$ cat src/rtl/irrx_pkg.sv
package irrx_pkg;
  typedef enum logic [1:0] {
    CAP_IDLE = 2'd0,
    CAP_RUN  = 2'd1,
    CAP_WAIT = 2'd2,
    CAP_DONE = 2'd3
  } cap_state_e;

  // register word addresses
  localparam int unsigned REG_CFG     = 'h00;
  localparam int unsigned REG_DIV     = 'h01;
  localparam int unsigned REG_FILT    = 'h02;
  localparam int unsigned REG_RESTART = 'h03;
  localparam int unsigned REG_IEN     = 'h04;
  localparam int unsigned REG_ACK     = 'h05;
  localparam int unsigned REG_STAT    = 'h06;
  localparam int unsigned REG_CAP     = 'h20;

  // field positions
  localparam int unsigned CFG_RX_BIT   = 0;
  localparam int unsigned CFG_PW_BIT   = 13;
  localparam int unsigned CFG_IDLE_LSB = 16;
  localparam int unsigned FILT_LSB     = 8;
endpackage

$ cat src/rtl/irrx_tick_gen.sv
module irrx_tick_gen #(
  parameter int unsigned DIV_W = 16
) (
  input  logic             clk_i,
  input  logic             rst_ni,
  input  logic             run_i,
  input  logic [DIV_W-1:0] period_i,
  output logic             tick_o
);
  logic [DIV_W-1:0] cnt_q;
  logic [DIV_W-1:0] last;

  assign last   = (period_i == '0) ? '0 : period_i - 1'b1;
  assign tick_o = run_i && (cnt_q >= last);

  always_ff @(posedge clk_i or negedge rst_ni) begin
    if (!rst_ni)      cnt_q <= '0;
    else if (!run_i)  cnt_q <= '0;
    else if (tick_o)  cnt_q <= '0;
    else              cnt_q <= cnt_q + 1'b1;
  end
endmodule

$ cat src/rtl/irrx_line_filter.sv
module irrx_line_filter #(
  parameter int unsigned DG_W = 5
) (
  input  logic            clk_i,
  input  logic            rst_ni,
  input  logic            rx_n_i,
  input  logic            tick_i,
  input  logic [DG_W-1:0] need_i,
  output logic            mark_o
);
  logic           s1_q, s2_q;
  logic           raw_mark;
  logic           lvl_q;
  logic [DG_W:0]  run_q;
  logic [DG_W:0]  need_eff;

  assign raw_mark = ~s2_q;
  assign need_eff = (need_i == '0) ? (DG_W+1)'(1) : {1'b0, need_i};
  assign mark_o   = lvl_q;

  always_ff @(posedge clk_i or negedge rst_ni) begin
    if (!rst_ni) begin
      s1_q <= 1'b1;
      s2_q <= 1'b1;
    end else begin
      s1_q <= rx_n_i;
      s2_q <= s1_q;
    end
  end

  always_ff @(posedge clk_i or negedge rst_ni) begin
    if (!rst_ni) begin
      lvl_q <= 1'b0;
      run_q <= '0;
    end else if (tick_i) begin
      if (raw_mark != lvl_q) begin
        if (run_q + 1'b1 >= need_eff) begin
          lvl_q <= raw_mark;
          run_q <= '0;
        end else begin
          run_q <= run_q + 1'b1;
        end
      end else begin
        run_q <= '0;
      end
    end
  end
endmodule

$ cat src/rtl/irrx_capture_bank.sv
module irrx_capture_bank
  import irrx_pkg::*;
#(
  parameter int unsigned NUM_WORDS = 17,
  parameter int unsigned W_BITS    = 8,
  parameter int unsigned PER_WORD  = 4,
  localparam int unsigned SLOTS    = NUM_WORDS * PER_WORD,
  localparam int unsigned SLOT_W   = $clog2(SLOTS + 1),
  localparam int unsigned WORD_W   = W_BITS * PER_WORD
) (
  input  logic                              clk_i,
  input  logic                              rst_ni,
  input  logic                              tick_i,
  input  logic                              mark_i,
  input  logic                              restart_i,
  input  logic [W_BITS-1:0]                 idle_lim_i,
  output logic [NUM_WORDS-1:0][WORD_W-1:0]  words_o,
  output cap_state_e                        state_o,
  output logic [SLOT_W-1:0]                 slot_o,
  output logic                              done_o
);
  localparam int unsigned SLOT_IW = $clog2(SLOTS);
  localparam logic [W_BITS-1:0] WMAX = '1;

  logic [SLOTS-1:0][W_BITS-1:0] slot_q;
  cap_state_e                   state_q;
  logic [SLOT_W-1:0]            idx_q;
  logic [W_BITS-1:0]            wcnt_q;
  logic [W_BITS-1:0]            icnt_q;
  logic                         cur_q;
  logic                         last_slot;

  assign last_slot = (idx_q == SLOT_W'(SLOTS - 1));
  assign done_o    = (state_q == CAP_WAIT) && (icnt_q >= idle_lim_i) && !restart_i;
  assign state_o   = state_q;
  assign slot_o    = idx_q;

  for (genvar w = 0; w < NUM_WORDS; w++) begin : g_word
    assign words_o[w] = slot_q[w*PER_WORD +: PER_WORD];
  end

  always_ff @(posedge clk_i or negedge rst_ni) begin
    if (!rst_ni) begin
      slot_q  <= '0;
      state_q <= CAP_IDLE;
      idx_q   <= '0;
      wcnt_q  <= '0;
      icnt_q  <= '0;
      cur_q   <= 1'b0;
    end else if (restart_i) begin
      slot_q  <= '0;
      state_q <= CAP_IDLE;
      idx_q   <= '0;
      wcnt_q  <= '0;
      icnt_q  <= '0;
      cur_q   <= 1'b0;
    end else begin
      if (tick_i) begin
        case (state_q)
          CAP_IDLE: begin
            if (mark_i) begin
              state_q <= CAP_RUN;
              cur_q   <= 1'b1;
              wcnt_q  <= W_BITS'(1);
            end
          end
          CAP_RUN: begin
            if (mark_i != cur_q) begin
              slot_q[idx_q[SLOT_IW-1:0]] <= wcnt_q;
              idx_q  <= idx_q + 1'b1;
              cur_q  <= mark_i;
              wcnt_q <= W_BITS'(1);
              if (last_slot) begin
                state_q <= CAP_WAIT;
                icnt_q  <= '0;
              end
            end else if (!cur_q && wcnt_q == WMAX - 1'b1) begin
              slot_q[idx_q[SLOT_IW-1:0]] <= WMAX;
              idx_q   <= idx_q + 1'b1;
              state_q <= CAP_WAIT;
              icnt_q  <= '0;
            end else if (wcnt_q != WMAX) begin
              wcnt_q <= wcnt_q + 1'b1;
            end
          end
          CAP_WAIT: begin
            if (mark_i)              icnt_q <= '0;
            else if (icnt_q != WMAX) icnt_q <= icnt_q + 1'b1;
          end
          default: ;
        endcase
      end
      if (done_o) state_q <= CAP_DONE;
    end
  end
endmodule

$ cat src/rtl/irrx_width_capture.sv
module irrx_width_capture
  import irrx_pkg::*;
#(
  parameter int unsigned NUM_WORDS = 17,
  parameter int unsigned ADDR_W    = 6,
  parameter int unsigned DATA_W    = 32,
  parameter int unsigned DIV_W     = 16,
  parameter int unsigned DG_W      = 5,
  parameter int unsigned W_BITS    = 8
) (
  input  logic              clk_i,
  input  logic              rst_ni,
  input  logic              rx_n_i,
  input  logic              reg_wr_i,
  input  logic              reg_rd_i,
  input  logic [ADDR_W-1:0] reg_addr_i,
  input  logic [DATA_W-1:0] reg_wdata_i,
  output logic [DATA_W-1:0] reg_rdata_o,
  output logic              irq_o
);
  localparam int unsigned PER_WORD = DATA_W / W_BITS;
  localparam int unsigned SLOTS    = NUM_WORDS * PER_WORD;
  localparam int unsigned SLOT_W   = $clog2(SLOTS + 1);
  localparam int unsigned WIDX_W   = $clog2(NUM_WORDS);
  localparam logic [ADDR_W-1:0] CAP_LO = ADDR_W'(REG_CAP);
  localparam logic [ADDR_W-1:0] CAP_HI = ADDR_W'(REG_CAP + NUM_WORDS);

  logic              rx_on_q, width_on_q, int_en_q, pend_q;
  logic [W_BITS-1:0] idle_lim_q;
  logic [DIV_W-1:0]  div_q;
  logic [DG_W-1:0]   need_q;
  logic [DATA_W-1:0] rdata_q, rd_mux;

  logic              cap_active, cap_tick, cap_mark, cap_done;
  logic              restart_pulse, ack_pulse;
  cap_state_e        cap_state;
  logic [SLOT_W-1:0] cap_slot;
  logic [NUM_WORDS-1:0][DATA_W-1:0] cap_words;
  logic              word_hit;
  logic [ADDR_W-1:0] word_off;

  assign cap_active    = rx_on_q && width_on_q;
  assign restart_pulse = reg_wr_i && (reg_addr_i == ADDR_W'(REG_RESTART)) && reg_wdata_i[0];
  assign ack_pulse     = reg_wr_i && (reg_addr_i == ADDR_W'(REG_ACK)) && reg_wdata_i[0];
  assign irq_o         = pend_q && int_en_q;
  assign reg_rdata_o   = rdata_q;

  irrx_tick_gen #(.DIV_W(DIV_W)) u_tick (
    .clk_i, .rst_ni, .run_i(cap_active), .period_i(div_q), .tick_o(cap_tick)
  );

  irrx_line_filter #(.DG_W(DG_W)) u_filt (
    .clk_i, .rst_ni, .rx_n_i, .tick_i(cap_tick), .need_i(need_q), .mark_o(cap_mark)
  );

  irrx_capture_bank #(.NUM_WORDS(NUM_WORDS), .W_BITS(W_BITS), .PER_WORD(PER_WORD)) u_bank (
    .clk_i, .rst_ni, .tick_i(cap_tick), .mark_i(cap_mark), .restart_i(restart_pulse),
    .idle_lim_i(idle_lim_q), .words_o(cap_words), .state_o(cap_state),
    .slot_o(cap_slot), .done_o(cap_done)
  );

  always_ff @(posedge clk_i or negedge rst_ni) begin
    if (!rst_ni) begin
      rx_on_q    <= 1'b0;
      width_on_q <= 1'b0;
      idle_lim_q <= W_BITS'(15);
      div_q      <= DIV_W'(1);
      need_q     <= DG_W'(1);
      int_en_q   <= 1'b0;
    end else if (reg_wr_i) begin
      case (reg_addr_i)
        ADDR_W'(REG_CFG): begin
          rx_on_q    <= reg_wdata_i[CFG_RX_BIT];
          width_on_q <= reg_wdata_i[CFG_PW_BIT];
          idle_lim_q <= reg_wdata_i[CFG_IDLE_LSB +: W_BITS];
        end
        ADDR_W'(REG_DIV):  div_q    <= reg_wdata_i[DIV_W-1:0];
        ADDR_W'(REG_FILT): need_q   <= reg_wdata_i[FILT_LSB +: DG_W];
        ADDR_W'(REG_IEN):  int_en_q <= reg_wdata_i[0];
        default: ;
      endcase
    end
  end

  always_ff @(posedge clk_i or negedge rst_ni) begin
    if (!rst_ni)        pend_q <= 1'b0;
    else if (cap_done)  pend_q <= 1'b1;
    else if (ack_pulse) pend_q <= 1'b0;
  end

  assign word_hit = (reg_addr_i >= CAP_LO) && (reg_addr_i < CAP_HI);
  assign word_off = reg_addr_i - CAP_LO;

  always_comb begin
    rd_mux = '0;
    case (reg_addr_i)
      ADDR_W'(REG_CFG): begin
        rd_mux[CFG_RX_BIT]                = rx_on_q;
        rd_mux[CFG_PW_BIT]                = width_on_q;
        rd_mux[CFG_IDLE_LSB +: W_BITS]    = idle_lim_q;
      end
      ADDR_W'(REG_DIV):  rd_mux[DIV_W-1:0]        = div_q;
      ADDR_W'(REG_FILT): rd_mux[FILT_LSB +: DG_W] = need_q;
      ADDR_W'(REG_IEN):  rd_mux[0]                = int_en_q;
      ADDR_W'(REG_STAT): rd_mux[0]                = pend_q;
      default: if (word_hit) rd_mux = cap_words[word_off[WIDX_W-1:0]];
    endcase
  end

  always_ff @(posedge clk_i or negedge rst_ni) begin
    if (!rst_ni)       rdata_q <= '0;
    else if (reg_rd_i) rdata_q <= rd_mux;
  end
endmodule

$ cat config.mk
export PLATFORM = sky130hd
export DESIGN_NAME = irrx_width_capture
export DESIGN_NICKNAME = d
export VERILOG_FILES = /design/src/rtl/irrx_pkg.sv /design/src/rtl/irrx_tick_gen.sv /design/src/rtl/irrx_line_filter.sv /design/src/rtl/irrx_capture_bank.sv /design/src/rtl/irrx_width_capture.sv
export SDC_FILE = /design/constraint.sdc
export NUM_CORES = 2
export LEC_CHECK = 0
export CAP_MARGIN = 25
export CORE_MARGIN = 5
export CORE_UTILIZATION = 56
export DETAILED_ROUTE_END_ITERATION = 10
export PLACE_DENSITY = 0.77
export SYNTH_ARGS = -nofsm -noshare
export SYNTH_HDL_FRONTEND = slang
export SYNTH_SLANG_ARGS = --single-unit
$ cat constraint.sdc
create_clock -name clk_i -period 5.5 [get_ports clk_i]
set_input_delay 0.825 -clock clk_i [delete_from_list [all_inputs] [get_ports clk_i]]
set_output_delay 0.825 -clock clk_i [all_outputs]
set_load 0.005 [all_outputs]
== After elaboration in Yosys (flattened, before gate mapping) ==
Cells that the tools add are included.
Widths: inputs -> output; s select.
Word-level totals
  bits in registers: 660
  bits of input ports: 43
  output and inout bits: 33
  logic and storage cells: 227
Cells by class
  add/subtract/negate cells: 7
  order comparisons: 8
  eq/ne operators: 24
  mux-type cells: 59
  bitwise gates (word level): 2
  reduce and logical (&&, ||, !) cells: 41
Operator list (count)
  $mux 544: 5
  $bwmux 544: 1
  $or 544x544->544: 1
  $bmux 32 s5: 1
  $mux 8: 15
  $mux 32: 2
  $demux 8 s7: 1
  $mux 16: 3
  $pmux 8 s2: 3
  $mux 7: 5
  $eq 6x3->1 const B: 3
  $add 16x1->16 const B: 1
  $add 8x1->8 const B: 2
  $ge 16x16->1: 1
  $logic_not 16->1: 1
  $ne 8x8->1 const B: 2
  $sub 16x1->16 const B: 1
  $pmux 5 s3: 1
  $reduce_and 5->1: 3
  $mux 2: 7
  $pmux 7 s2: 1
  $eq 6x2->1 const B: 2
  $logic_and 1x1->1: 12
  $mux 6: 2
  other kinds (43): 65

== Longest topological paths before layout ==
  depth after elaboration: 10
  depth in mapped cells: 16
  depth with buffers taken out: 13

== Modules after synthesis ==
From an unflattened synthesis, not the netlist that was laid out.
Second synthesis, totals
  cell total of the unflattened synthesis: 2380
  area, all modules: 30574.3 um2
Modules (own cells, without submodules)
  irrx_capture_bank: instances 1, cells an instance 1560, area an instance 21358.0 um2, sequential area each 14263.7 um2
  irrx_width_capture: instances 1, cells an instance 599, area an instance 7190.6 um2, sequential area each 1634.1 um2
  irrx_tick_gen: instances 1, cells an instance 172, area an instance 1461.4 um2, sequential area each 400.4 um2
  irrx_line_filter: instances 1, cells an instance 49, area an instance 564.3 um2, sequential area each 227.7 um2

== Worst setup path after synthesis ==
Ideal clock, no wire load.
  kind: register -> register
  from: reg div_q[7]
  to: reg u_bank.wcnt_q[4]
  library setup time: 0.120 ns
  arrival time: 4.595 ns
  required time: 5.380 ns
  path slack: 0.785 ns
  cell stages (with the launch flop): 15
  buffers on the path: 2
  period minus slack after synthesis: 4.715 ns
  cells stage by stage: dfrtp_1 -> or4_1 -> or3_1 -> or4_1 -> or3_1 -> clkbuf_1 -> nand2_1 -> ha_1 -> nand4_1 -> or3_1 -> nor4_1 -> clkbuf_1 -> o31ai_1 -> o311a_1 -> a31o_2
On the way
  longest elaborated chain between the ends: 6
  elaborated cells on any way between the ends: 7
  classes of those cells: add/sub: 1; order compare: 1; mux: 1; reduce/logical: 4
Ends and longest elaborated chain
  from (decl): line irrx_width_capture.sv:30  | logic [DIV_W-1:0] div_q;
  from (signal assigned): line irrx_width_capture.sv:77  | ADDR_W'(REG_DIV): div_q <= reg_wdata_i[DIV_W-1:0];
  $sub 16x1->16 or $logic_not 16->1 (tied branches): line irrx_tick_gen.sv:13  | assign last = (period_i == '0) ? '0 : period_i - 1'b1;
  $mux 16 (*): line irrx_tick_gen.sv:13
  $ge 16x16->1 (*): line irrx_tick_gen.sv:14  | assign tick_o = run_i && (cnt_q >= last);
  $logic_and 1x1->1 (*): line irrx_tick_gen.sv:14
  $reduce_bool 2->1 (no line) (*)
  $reduce_and 5->1 (no line) (*)
  to (signal assigned): line irrx_capture_bank.sv:83  | wcnt_q <= wcnt_q + 1'b1;
  to (decl): line irrx_capture_bank.sv:28  | logic [W_BITS-1:0] wcnt_q;
Every way passes the cells marked *; elsewhere a longest branch is shown, timed or not.
A chain may end at the register's enable or synchronous reset.

== Worst setup path in the final report ==
  from: reg div_q[7]
  to: reg u_bank.slot_q, in the netlist u_bank.words_o[390]
On the way
  longest elaborated chain between the ends: 6
  elaborated cells on any way between the ends: 7
  classes of those cells: add/sub: 1; order compare: 1; mux: 1; reduce/logical: 4
Ends and longest elaborated chain
  $sub 16x1->16 or $logic_not 16->1 (tied branches): line irrx_tick_gen.sv:13
  $mux 16 (*): line irrx_tick_gen.sv:13
  $ge 16x16->1 (*): line irrx_tick_gen.sv:14
  $logic_and 1x1->1 (*): line irrx_tick_gen.sv:14
  $reduce_bool 2->1 (no line) (*)
  $reduce_and 3->1 (no line) (*)
  to (signal, indexed assignment): line irrx_capture_bank.sv:69  | slot_q[idx_q[SLOT_IW-1:0]] <= wcnt_q;
  to (decl): line irrx_capture_bank.sv:25  | logic [SLOTS-1:0][W_BITS-1:0] slot_q;
Marks and branches as above.

==> results.yml <==
route:
  routed_wirelength_mm: 94.4
  initialDrtViolationCount: 3666
  drcViolationCount: 0
  dr.pass1.iters: 6
  wire_per_inst_um: 24.5
  via_per_inst: 6.88
  antenna_left: 0
  num_vias: 26500
layout:
  n_antenna_cell: 0
  area_growth_pct: 12.5
  drive_gt1_frac: 0.157
  nets: 3126
setup_path:
  cp.required_ps: 6000
  worstSetupEndpointType: "register"
  cp.arrival_ps: 5880
  path_delay_family: "simple AND/OR/NAND/NOR gates"
  cp_slowest_cell: "or4_1"
  path_class: "reg -> reg"
  start_kind: "register"
  critPathMaxFanout: 18
  cpPeakStageDelay_ps: 580
  path_buf_inv: 1
  crit_chain: "or4_1, or3_1, or4_1, or3_1, nand2_1, ha_1, nand4_1, or3_1, or4_4, a311oi_4, buf_4, nand3_1, o21ai_0"
  crit_top_cell: "or3_1"
floorplanning:
  initial_core_util: 0.562
  die_h_um: 250
  ioPinCount: 76
  die_w_um: 250
  rows: 88
  dieArea_um2: 62500
  core_area_um2: 57400
sta:
  finalSetupViolCount: 0
  hold_ws_ps: 274
  hold_violations: 0
  rsz0062_at_grt: "yes"
  min_period_over_period: 0.979
  fmax_ghz: 0.186
  worst_pin_slew_ps: 1350
  final_max_slew_viol_count: 0
  slew_headroom: 0.0979
  fin_skew_ps: 24.1
  period_needed_ps: 5390
yosys:
  synth_area_leaders: "dfrtp_1 51%, mux4_2 10%, nand3_1 9.4%"
  ys_seq_elements: 660
  synthTopCellsByCount: "652 x dfrtp_1, 604 x nand3_1, 564 x o21ai_0, 235 x clkbuf_1, 149 x mux4_2"
  syn_inst: 3064
  synth_top_area_frac: 0.506
  synth_top_cell_by_area: "dfrtp_1"
  yosysWarningCount: 0
  synth-seq-area-share: 0.513
  syn_nets: 3144
  synth-edff-count: 0
  synth_flop_cell: "dfrtp_1"
  postSynth.asyncResetShare: 1.00
  yosysMostFrequentCell: "dfrtp_1"
  synth.distinct_cells: 66
  syn_avg_cell_area_um2: 10.5
  netlist_area_um2: 32200
clocking:
  htree_levels: 3
  numClockSinks: 660
  clkTransAtPathRegs_ps: 60
  cts_tree: "done"
  cts_buffers: 68
  clkLatencyLatePin_ps: 610
  clockBufferDepth: 3
  root_buffer: "clkbuf_16"
global_route:
  grt_max_degree: 218
  grt_pass1_wl_mm: 149
  grt_util_all_layers: 0.297
  overflow: 0
  antenna_found_initial: 4
  grt_pass1_vias: 26300
place:
  dp_hpwl_mm: 57.8
  portBuffers: 67
  gp_congestion: 0.927
power:
  p_switching_mw: 2.69
  intPower_mw: 7.88
  pwr-share-seq: 0.474
  powerDensity_nw_per_um2: 292
  p_total_mw: 10.6
  combPwrFrac: 0.096
  clockPowerShare: 0.430
  sw_frac_of_total: 0.255
  peakVddDrop_mv: 0.244
  power_leakage_nw: 15.4
min_path:
  min_path_type: "in -> async"
run:
  maxCapViolCount: 0
status:
  run_status: "completed"
state kept, by name, summed over array words and instances, names as in the netlist, 2 cells and up:
signal,cells
u_bank.state_o,2
div_q,16
u_filt.run_q,6
u_tick.cnt_q,16
need_q,5
reg_rdata_o,32
u_bank.icnt_q,8
idle_lim_q,8
u_bank.slot_o,7
u_bank.wcnt_q,8
u_bank.words_o,544
cell families (layout without fill, tap and decap cells):
family	Yosys count	count (layout)	share of synthesized area
and+or+nand+nor	1009	1009	0.160
muxes	234	234	0.132
buffers and inverters	317	346	0.0377
AOI/OAI and AO/OA	776	776	0.135
xor gates and xnor gates	31	31	0.00842
DFF	660	660	0.513
adders and majority gates	37	37	0.0144
power by group through the flow:
stage	Clock [mW]	Sequential (mW)	Combinational [mW]
6_report	4.55	5.01	1.02
3_3_place_gp	0	5.09	0.943
5_1_grt	4.79	5.02	1.09
3_5_place_dp	0	5.10	0.985
4_1_cts	4.57	5.01	0.993
2_1_floorplan	0	5.06	0.554
final timing paths:
path                        startpoint             endpoint  slack, ps  depth (start not counted)
setup reg to reg              div_q[7]  u_bank.words_o[390]        110                         13
hold reg to reg            u_filt.s1_q          u_filt.s2_q        360                          0
min in group clk_i         u_filt.s1_q          u_filt.s2_q        360                          0
setup / recovery              div_q[7]  u_bank.words_o[390]        110                         13
hold / removal                  rst_ni     u_bank.icnt_q[2]        270                          1
max in group asynchronous       rst_ni  u_bank.words_o[204]       3830                          2
metrics by stage:
| stage | area [µm²] | worst slack [ps] | TNS, ps | std cells | util |
|---|---|---|---|---|---|
| 3_5_place_dp | 33900 | 93.8 | 0 | 3725 | 0.591 |
| 3_3_place_gp | 33800 | 89.3 | 0 | 3709 | 0.589 |
| 2_1_floorplan | 32200 | 785 | 0 | 3064 | - |
| 5_1_grt | 36300 | -105 | -2130 | 3858 | 0.632 |
| 4_1_cts | 36100 | 34.4 | 0 | 3842 | 0.629 |
| 6_report | 36300 | 114 | 0 | 3858 | 0.632 |
final cells by class:
type | count | area (µm²)
fill | 4289 | 21100
sequential | 660 | 16500
multi-input combinational | 2087 | 14700
clock buffer | 104 | 2070
timing repair buffer | 187 | 1720
tap | 765 | 957
inverter | 42 | 158
clock inverter | 13 | 92.6
metal layers:
metal,vias up,routed length [µm],track usage
met4,8,4600,0.142
met1,13200,34600,0.383
li1,11400,-,-
met3,330,10300,0.0746
met5,-,57,0
met2,1629,44800,0.477
cells in the final DEF (no fill, tap or decap), types with 8 or more instances in the layout:
master,Yosys,layout
xor2_1,19,19
clkdlybuf4s50_1,0,61
o21ai_0,564,554
and3_1,15,15
clkbuf_16,0,73
buf_12,0,12
mux2i_1,49,49
mux2_2,36,36
ha_1,37,37
nand3_2,13,15
a22oi_1,8,8
clkbuf_1,235,18
a21oi_1,55,55
nand2_1,117,117
a211oi_1,10,10
nor4_1,41,39
clkinv_2,0,11
nor2_1,81,81
nand3_1,604,602
nand2b_1,10,9
o21ai_1,6,8
nand4_1,11,11
xnor2_1,12,11
o31ai_2,0,10
buf_4,0,85
or4_1,10,8
buf_2,8,21
o31ai_1,72,62
o21ai_4,0,8
clkbuf_8,0,14
mux4_2,149,149
dfstp_2,8,8
inv_1,41,41
dfrtp_1,652,652
nor3_1,61,61
what timing repair did:
action                                  4_1_cts  5_1_grt
cloned                                        0        0
pin swaps                                     0        4
resized for setup                             1       12
setup buffers                                 0        6
endpoints found under the setup margin        1      257
hold buffers                                  0        0
(Power assumes the default switching activity.)
